[config.mk]
export PLATFORM = sky130hd
export DESIGN_NAME = pair_arith_unit
export DESIGN_NICKNAME = d
export VERILOG_FILES = /design/src/rtl/pair_arith_pkg.sv /design/src/rtl/pair_arith_byte.sv /design/src/rtl/pair_arith_word.sv /design/src/rtl/pair_arith_unit.sv
export SDC_FILE = /design/constraint.sdc
export NUM_CORES = 1
export LEC_CHECK = 0
export BUFFER_PORTS_ARGS = -buffer_cell sky130_fd_sc_hd__buf_2
export CORE_MARGIN = 8
export CORE_UTILIZATION = 55
export DETAILED_ROUTE_END_ITERATION = 10
export HOLD_SLACK_MARGIN = 0.08
export PLACE_DENSITY = 0.9
export SLEW_MARGIN = 20
export SYNTH_ARGS = -nofsm -noshare
export SYNTH_HDL_FRONTEND = slang
export SYNTH_SLANG_ARGS = --single-unit
[constraint.sdc]
create_clock -name clk -period 4.1 [get_ports clk]
set_input_delay 0.615 -clock clk [delete_from_list [all_inputs] [get_ports clk]]
set_output_delay 0.615 -clock clk [all_outputs]
set_load 0.02 [all_outputs]
[src/rtl/pair_arith_pkg.sv]
package pair_arith_pkg;
  localparam int WORD_W = 16;
  localparam int BYTE_W = 8;
  localparam int NIB_W  = 4;
  localparam int OP_W   = 3;

  localparam int FLAG_Z = 7;
  localparam int FLAG_N = 6;
  localparam int FLAG_H = 5;
  localparam int FLAG_C = 4;

  typedef enum logic [OP_W-1:0] {
    OP_INC8    = 3'd0,
    OP_DEC8    = 3'd1,
    OP_INC16   = 3'd2,
    OP_DEC16   = 3'd3,
    OP_ADD16   = 3'd4,
    OP_SPOFS   = 3'd5,
    OP_RESTORE = 3'd6,
    OP_RSVD    = 3'd7
  } op_e;

  // Carry out of bit position msb when adding the bits msb..0 of a and b.
  function automatic logic carry_out(input logic [WORD_W-1:0] a,
                                     input logic [WORD_W-1:0] b,
                                     input int unsigned msb);
    logic [WORD_W:0] mask;
    logic [WORD_W:0] sum;
    mask = (({{WORD_W{1'b0}}, 1'b1}) << (msb + 1)) - 1'b1;
    sum  = ({1'b0, a} & mask) + ({1'b0, b} & mask);
    return sum[msb+1];
  endfunction

  function automatic logic [WORD_W-1:0] sext_byte(input logic [BYTE_W-1:0] v);
    return {{(WORD_W-BYTE_W){v[BYTE_W-1]}}, v};
  endfunction

  function automatic logic needs_extra(input op_e op);
    return (op == OP_INC16) || (op == OP_DEC16) ||
           (op == OP_ADD16) || (op == OP_SPOFS);
  endfunction
endpackage

[src/rtl/pair_arith_byte.sv]
module pair_arith_byte
  import pair_arith_pkg::*;
(
  input  logic              is_dec,
  input  logic [BYTE_W-1:0] value,
  input  logic [BYTE_W-1:0] flags_in,
  output logic [BYTE_W-1:0] res8,
  output logic [BYTE_W-1:0] flags8
);
  logic [NIB_W-1:0] low_nib;

  always_comb begin
    res8    = is_dec ? (value - 1'b1) : (value + 1'b1);
    low_nib = res8[NIB_W-1:0];
    flags8  = flags_in;
    flags8[FLAG_Z] = (res8 == '0);
    flags8[FLAG_N] = is_dec;
    flags8[FLAG_H] = is_dec ? (low_nib == {NIB_W{1'b1}}) : (low_nib == '0);
  end
endmodule

[src/rtl/pair_arith_word.sv]
module pair_arith_word
  import pair_arith_pkg::*;
(
  input  op_e               op,
  input  logic [WORD_W-1:0] a,
  input  logic [WORD_W-1:0] b,
  input  logic [BYTE_W-1:0] flags_in,
  output logic [WORD_W-1:0] res16,
  output logic [BYTE_W-1:0] flags16
);
  logic [WORD_W-1:0] offset;
  logic              add_h, add_c, ofs_h, ofs_c;

  assign offset = sext_byte(b[BYTE_W-1:0]);
  assign add_h  = carry_out(a, b, 11);
  assign add_c  = carry_out(a, b, WORD_W-1);
  assign ofs_h  = carry_out(a, b, NIB_W-1);
  assign ofs_c  = carry_out(a, b, BYTE_W-1);

  always_comb begin
    res16   = a;
    flags16 = flags_in;
    case (op)
      OP_INC16: res16 = a + 1'b1;
      OP_DEC16: res16 = a - 1'b1;
      OP_ADD16: begin
        res16 = a + b;
        flags16[FLAG_N] = 1'b0;
        flags16[FLAG_H] = add_h;
        flags16[FLAG_C] = add_c;
      end
      OP_SPOFS: begin
        res16 = a + offset;
        flags16[FLAG_Z] = 1'b0;
        flags16[FLAG_N] = 1'b0;
        flags16[FLAG_H] = ofs_h;
        flags16[FLAG_C] = ofs_c;
      end
      default: ;
    endcase
  end
endmodule

[src/rtl/pair_arith_unit.sv]
module pair_arith_unit
  import pair_arith_pkg::*;
(
  input  logic              clk,
  input  logic              rst_n,
  input  logic              op_valid,
  input  logic [OP_W-1:0]   op_sel,
  input  logic [WORD_W-1:0] src,
  input  logic [WORD_W-1:0] opnd,
  input  logic [BYTE_W-1:0] flags_in,
  output logic [WORD_W-1:0] result,
  output logic [BYTE_W-1:0] flags_out,
  output logic              extra_cycle,
  output logic              res_valid
);
  op_e               op;
  logic [BYTE_W-1:0] r8, f8, f16;
  logic [WORD_W-1:0] r16;
  logic [WORD_W-1:0] next_res;
  logic [BYTE_W-1:0] next_flags;
  logic              next_extra;
  logic              is_byte_op, is_word_op, is_restore;

  assign op         = op_e'(op_sel);
  assign is_byte_op = (op == OP_INC8) || (op == OP_DEC8);
  assign is_word_op = needs_extra(op);
  assign is_restore = (op == OP_RESTORE);

  pair_arith_byte u_byte (
    .is_dec   (op == OP_DEC8),
    .value    (src[BYTE_W-1:0]),
    .flags_in (flags_in),
    .res8     (r8),
    .flags8   (f8)
  );

  pair_arith_word u_word (
    .op       (op),
    .a        (src),
    .b        (opnd),
    .flags_in (flags_in),
    .res16    (r16),
    .flags16  (f16)
  );

  always_comb begin
    next_extra = is_word_op;
    if (is_byte_op) begin
      next_res   = {{(WORD_W-BYTE_W){1'b0}}, r8};
      next_flags = f8;
    end else if (is_word_op) begin
      next_res   = r16;
      next_flags = f16;
    end else if (is_restore) begin
      next_res   = {src[WORD_W-1:NIB_W], {NIB_W{1'b0}}};
      next_flags = {src[BYTE_W-1:NIB_W], {NIB_W{1'b0}}};
    end else begin
      next_res   = src;
      next_flags = flags_in;
    end
  end

  always_ff @(posedge clk) begin
    if (!rst_n) begin
      result      <= '0;
      flags_out   <= '0;
      extra_cycle <= 1'b0;
      res_valid   <= 1'b0;
    end else begin
      res_valid   <= op_valid;
      extra_cycle <= op_valid && next_extra;
      if (op_valid) begin
        result    <= next_res;
        flags_out <= next_flags;
      end
    end
  end


  wide_step_flags_chk: assert property (@(posedge clk) disable iff (!rst_n)
    op_valid && (op == OP_INC16 || op == OP_DEC16) |=> flags_out == $past(flags_in));


  byte_carry_kept_chk: assert property (@(posedge clk) disable iff (!rst_n)
    op_valid && is_byte_op |=> flags_out[FLAG_C] == $past(flags_in[FLAG_C]));


  offset_zn_clear_chk: assert property (@(posedge clk) disable iff (!rst_n)
    op_valid && op == OP_SPOFS |=> !flags_out[FLAG_Z] && !flags_out[FLAG_N]);


  restore_mask_chk: assert property (@(posedge clk) disable iff (!rst_n)
    op_valid && is_restore |=> flags_out[NIB_W-1:0] == '0 && result[NIB_W-1:0] == '0);


  idle_hold_chk: assert property (@(posedge clk) disable iff (!rst_n)
    !op_valid |=> !res_valid && !extra_cycle && $stable(result) && $stable(flags_out));


  extra_sel_chk: assert property (@(posedge clk) disable iff (!rst_n)
    op_valid |=> extra_cycle == ($past(op_sel) >= 3'd2 && $past(op_sel) <= 3'd5));


  add_z_kept_chk: assert property (@(posedge clk) disable iff (!rst_n)
    op_valid && op == OP_ADD16 |=> flags_out[FLAG_Z] == $past(flags_in[FLAG_Z]));
endmodule

; After elaboration in Yosys (flattened, before gate mapping)
; Index checks and enable logic that the tools add are counted.
[classes]
n_addsub = 10
eq_ne = 7
n_mux = 11
n_reduce_logical = 8
[ops]
columns = operator, n
row1 = one-hot mux 16 bit (4 select lines), 1
row2 = adder 16 bit, 2
row3 = two-way mux 16 bit, 2
row4 = two-way mux 8 bit, 4
row5 = adder 16 x 16 -> 17 bit, 1
row6 = "adder 16 x 1 -> 16 bit, second input constant", 1
row7 = "subtractor 16 x 1 -> 16 bit, second input constant", 1
row8 = adder 12 x 12 -> 13 bit, 1
row9 = adder 8 x 8 -> 9 bit, 1
row10 = "equality test 3 bit, second input constant", 3
row11 = "adder 8 x 1 -> 8 bit, second input constant", 1
row12 = zero test 8 bit, 1
row13 = "subtractor 8 x 1 -> 8 bit, second input constant", 1
row14 = "equality test 3 x 2 -> 1 bit, second input constant", 2
row15 = one-hot mux 3 bit (2 select lines), 1
row16 = adder 4 x 4 -> 5 bit, 1
row17 = "equality test 4 bit, second input constant", 1
row18 = zero test 4 bit, 1
row19 = logical OR 1 bit, 4
row20 = two-way mux 4 bit, 1
row21 = "equality test 3 x 1 -> 1 bit, second input constant", 1
row22 = zero test 3 bit, 1
row23 = two-way mux 1 bit, 2
row24 = logical AND 1 bit, 1
[word_totals]
register_bits = 26
in_bits = 46
output_inout_bits = 26
elab_cells = 40

; Longest topological paths before layout
[logic_depth]
depth_word = 6
depth_mapped = 14
ltp_nobuf = 13

; By module
; Synthesis repeated with hierarchy kept, for this count alone.
[hier_totals]
hier_cells = 429
hier_area_um2 = 3448.3
[modules_own_cells]
columns = mod, n_inst, cells_per_inst, area_per_inst_um2, seq_area_each_um2
row1 = pair_arith_word, 1, 223, 1561.5, 0.0
row2 = pair_arith_unit, 1, 154, 1475.2, 520.5
row3 = pair_arith_byte, 1, 52, 411.6, 0.0

; Worst setup path before layout
; Ideal clock, no wire load.
[synth_path]
path_type = in2reg
startpoint = input op_sel[2]
endpoint = register result[8]
t_arrival_ns = 3.197
required_time_ns = 4.013
path_slack_ns = 0.816
stages = 14
n_path_buf = 2
cell_sequence = buf_2 -> inv_1 -> buf_1 -> or3_1 -> ha_1 -> inv_1 -> fa_1 -> nor2b_4 -> o31a_1 -> or4_4 -> a21oi_4 -> xnor2_1 -> mux2i_1 -> o31ai_1
[synth_between]
elab_chain_len = 6
word_cells_on_any_way = 13
classes_between = eq/ne: 5 / mux: 3 / reduce/logical: 5
[synth_lines]
columns = element, line
row1 = "start, declared", pair_arith_unit.sv:7  ; input logic [OP_W-1:0] op_sel,
row2 = "parallel branches: the longest is 5 deep, another holds one-hot mux 16 bit (4 select lines)", --
row3 = two-way mux 16 bit *, pair_arith_unit.sv:48  ; if (is_byte_op) begin
row4 = "end signal, assigned", pair_arith_unit.sv:73  ; result <= next_res;
row5 = "end, declared", pair_arith_unit.sv:11  ; output logic [WORD_W-1:0] result,
; Mark *: on every way between the ends.
; A chain may end at the register's enable or synchronous reset.

; Worst setup path in the final report
[layout_path]
startpoint = input op_sel[1]
endpoint = register result[11]
; The elaborated chain is that of the path after synthesis.

==> results.ini <==
[status]
status=finished, final reports clean

[yosys]
netlist_area_sq_mm=0.00293
synth_area_per_cell_sq_um=7.37
postSynthCellCount=397
synth_edf_count=0
synth_warnings=0
synth.distinct_cells=61
ys_seq_area_share_pct=17.8
synth-async-reset-ratio_pct=0
synth_ff_type=dfxtp_1
ys_ff_latch=26
synthesis.nets=483

[clock_tree]
cts_setup_buffers=0
holdBufCountCts=0
root_buffer=clkbuf_8
clk_pin_slew_ps=90
clk_path_buf_depth=2
cts_max_level=1
clk_latency_ps=270
cts_tree=yes
cts-resized-gates=0
cts_sinks=26
cts_made_buffers=3

[timing]
fmaxAchievable_mhz=299
period_minus_slack_ps=3350
worst_pin_slew_ps=734
finalHoldViolations=0
finalSetupViolCount=0
rsz0062_at_grt=false
skew_ps=0
slew_headroom_pct=51.0
finalCritPeriodShare_pct=81.7
finalSetupTns_ps=0
slew_violations=0

[power]
clkPwrFrac_pct=19.6
netSwitchingFraction_pct=39.2
combinationalPowerShare_pct=46.9
seqPwrFrac_pct=33.5
ir_worst_vdd_v=0.000135
power_switching_mw=0.333
internal_power_mw=0.515
p_total_mw=0.848
p_leak_nw=1.61
powerDensity_mw_per_mm2=251

[placement]
dpl.hpwl_microns=7300
port_buffers=71
place.gp.congestion=0.925

[worst_setup_path]
critPathLaunch=op_sel[1]
required_ps=4270
worstPathMaxFanout=19
critical_path_class=in2reg
critPathArrivalTime_ps=3520
crit_path_start_kind=primary input
r2r_start=flags_out[5]
end_kind=flip-flop

[detailed_routing]
dr.pass1.iters=5
drcViolationCount=0
num_vias=3274
wire_per_inst_microns=17.2
drt-initial-drc-count=148
routed_wl_microns=9060
ant_nets=0
vias_per_cell=6.21

[floorplan]
core_region_area_sq_mm=0.00514
start_util_pct=57.0
die_area_sq_mm=0.00791
rows=26
die_y_microns=89.0
die_w_microns=89.0
io_pins=72

[finish]
antenna_cells=0
drive_above_1_share_pct=19.3
final_cell_mix=buf_2, nand2_1, a21oi_1
fin_util_pct=65.7
layout_commonest_cell=buf_2
syn2layout_area_growth_pct=15.3
nets=544

[job]
cap_violations=0

[global_routing]
grt_pass1_vias=3107
grt_start_max_net_pins=27
grt_overflow=0
antenna_found_initial=0
grt_pass1_wl_microns=14200
grt_use_total_pct=22.2

[hold_path]
hp-class=reg2reg
min_from=flags_out[3]

synth_stat cells, types with 4 or more instances:
library cell / n / area share, %
a21oi_1: 47 / 8.0
nor2b_1: 5 / 1.1
xnor2_1: 9 / 2.7
o21ai_1: 5 / 0.85
mux2i_1: 7 / 2.4
a21o_1: 8 / 2.1
dfxtp_1: 26 / 18
clkbuf_1: 12 / 1.5
a211oi_1: 8 / 2.1
nor2_1: 31 / 4.0
o21a_1: 10 / 2.6
nand3_1: 11 / 1.9
inv_1: 19 / 2.4
ha_1: 38 / 16
nor3_1: 6 / 1.0
nand2_1: 48 / 6.2
buf_1: 4 / 0.51
o21ai_0: 27 / 4.6
xor2_1: 4 / 1.2
sequential cells by signal (all words and copies together), names as in the netlist:
name         flops
extra_cycle      1
flags_out        8
res_valid        1
result          16
power by group through the flow:
stage               logic (mW)  clock network [mW]  registers (mW)
floorplan                0.249                   0           0.314
global placement         0.380                   0           0.289
detailed placement       0.391                   0           0.290
CTS                      0.393               0.167           0.284
global route             0.435               0.175           0.286
finish                   0.398               0.166           0.284
through the flow:
step | instances | cell area [sq um] | hold WS (ps) | setup WS (ps)
finish | 527 | 3380 | 465 | 751
global route | 527 | 3380 | 491 | 461
CTS | 527 | 3380 | 470 | 793
detailed placement | 523 | 3320 | 456 | 524
global placement | 523 | 3320 | 445 | 599
floorplan | 397 | 2930 | 541 | 816
metal layers:
layer  wire length (microns)  GRT usage (%)  vias up
li1                        -              -     1589
met1                    3710           25.4     1509
met2                    4370           40.3      142
met3                     651           3.03       34
met4                     338           8.76        0
met5                       0              0        -
cell families after synthesis:
logic type | Yosys count | synth area share [%]
buffers and inverters | 36 | 4.66
flip-flops | 26 | 17.8
AND/OR/NAND/NOR | 124 | 19.9
multiplexers | 8 | 2.78
AO/OA/AOI/OAI | 150 | 33.4
adder cells (fa/ha/maj) | 40 | 17.6
XOR/XNOR | 13 | 3.89
final cells by class:
cell class                 instances  area (sq um)
tap                               70          87.6
clock buffer                       4          55.1
timing repair buffer              73           370
fill                             476          1760
sequential                        26           520
inverter                          19          71.3
multi-input combinational        335          2270
worst max-delay path, cell delays in order:
cell      delay, ps
buf_2           270
nor2b_1         270
nand2_1         270
buf_4           250
nand2_1          60
ha_1            280
a21oi_1         170
o22ai_1         110
nor4_1          460
o21a_1          270
o21ai_1         100
xnor2_1         150
a211oi_1        250
final timing paths:
| check | to | slack [ps] | cells past startpoint |
|---|---|---|---|
| worst min register to register | flags_out[3] | 470 | 2 |
| worst min-delay path | flags_out[3] | 470 | 2 |
| worst max register to register | flags_out[5] | 2820 | 4 |
| worst max-delay path | result[11] | 750 | 13 |
Note: power is estimated with default switching activity, not from simulation.
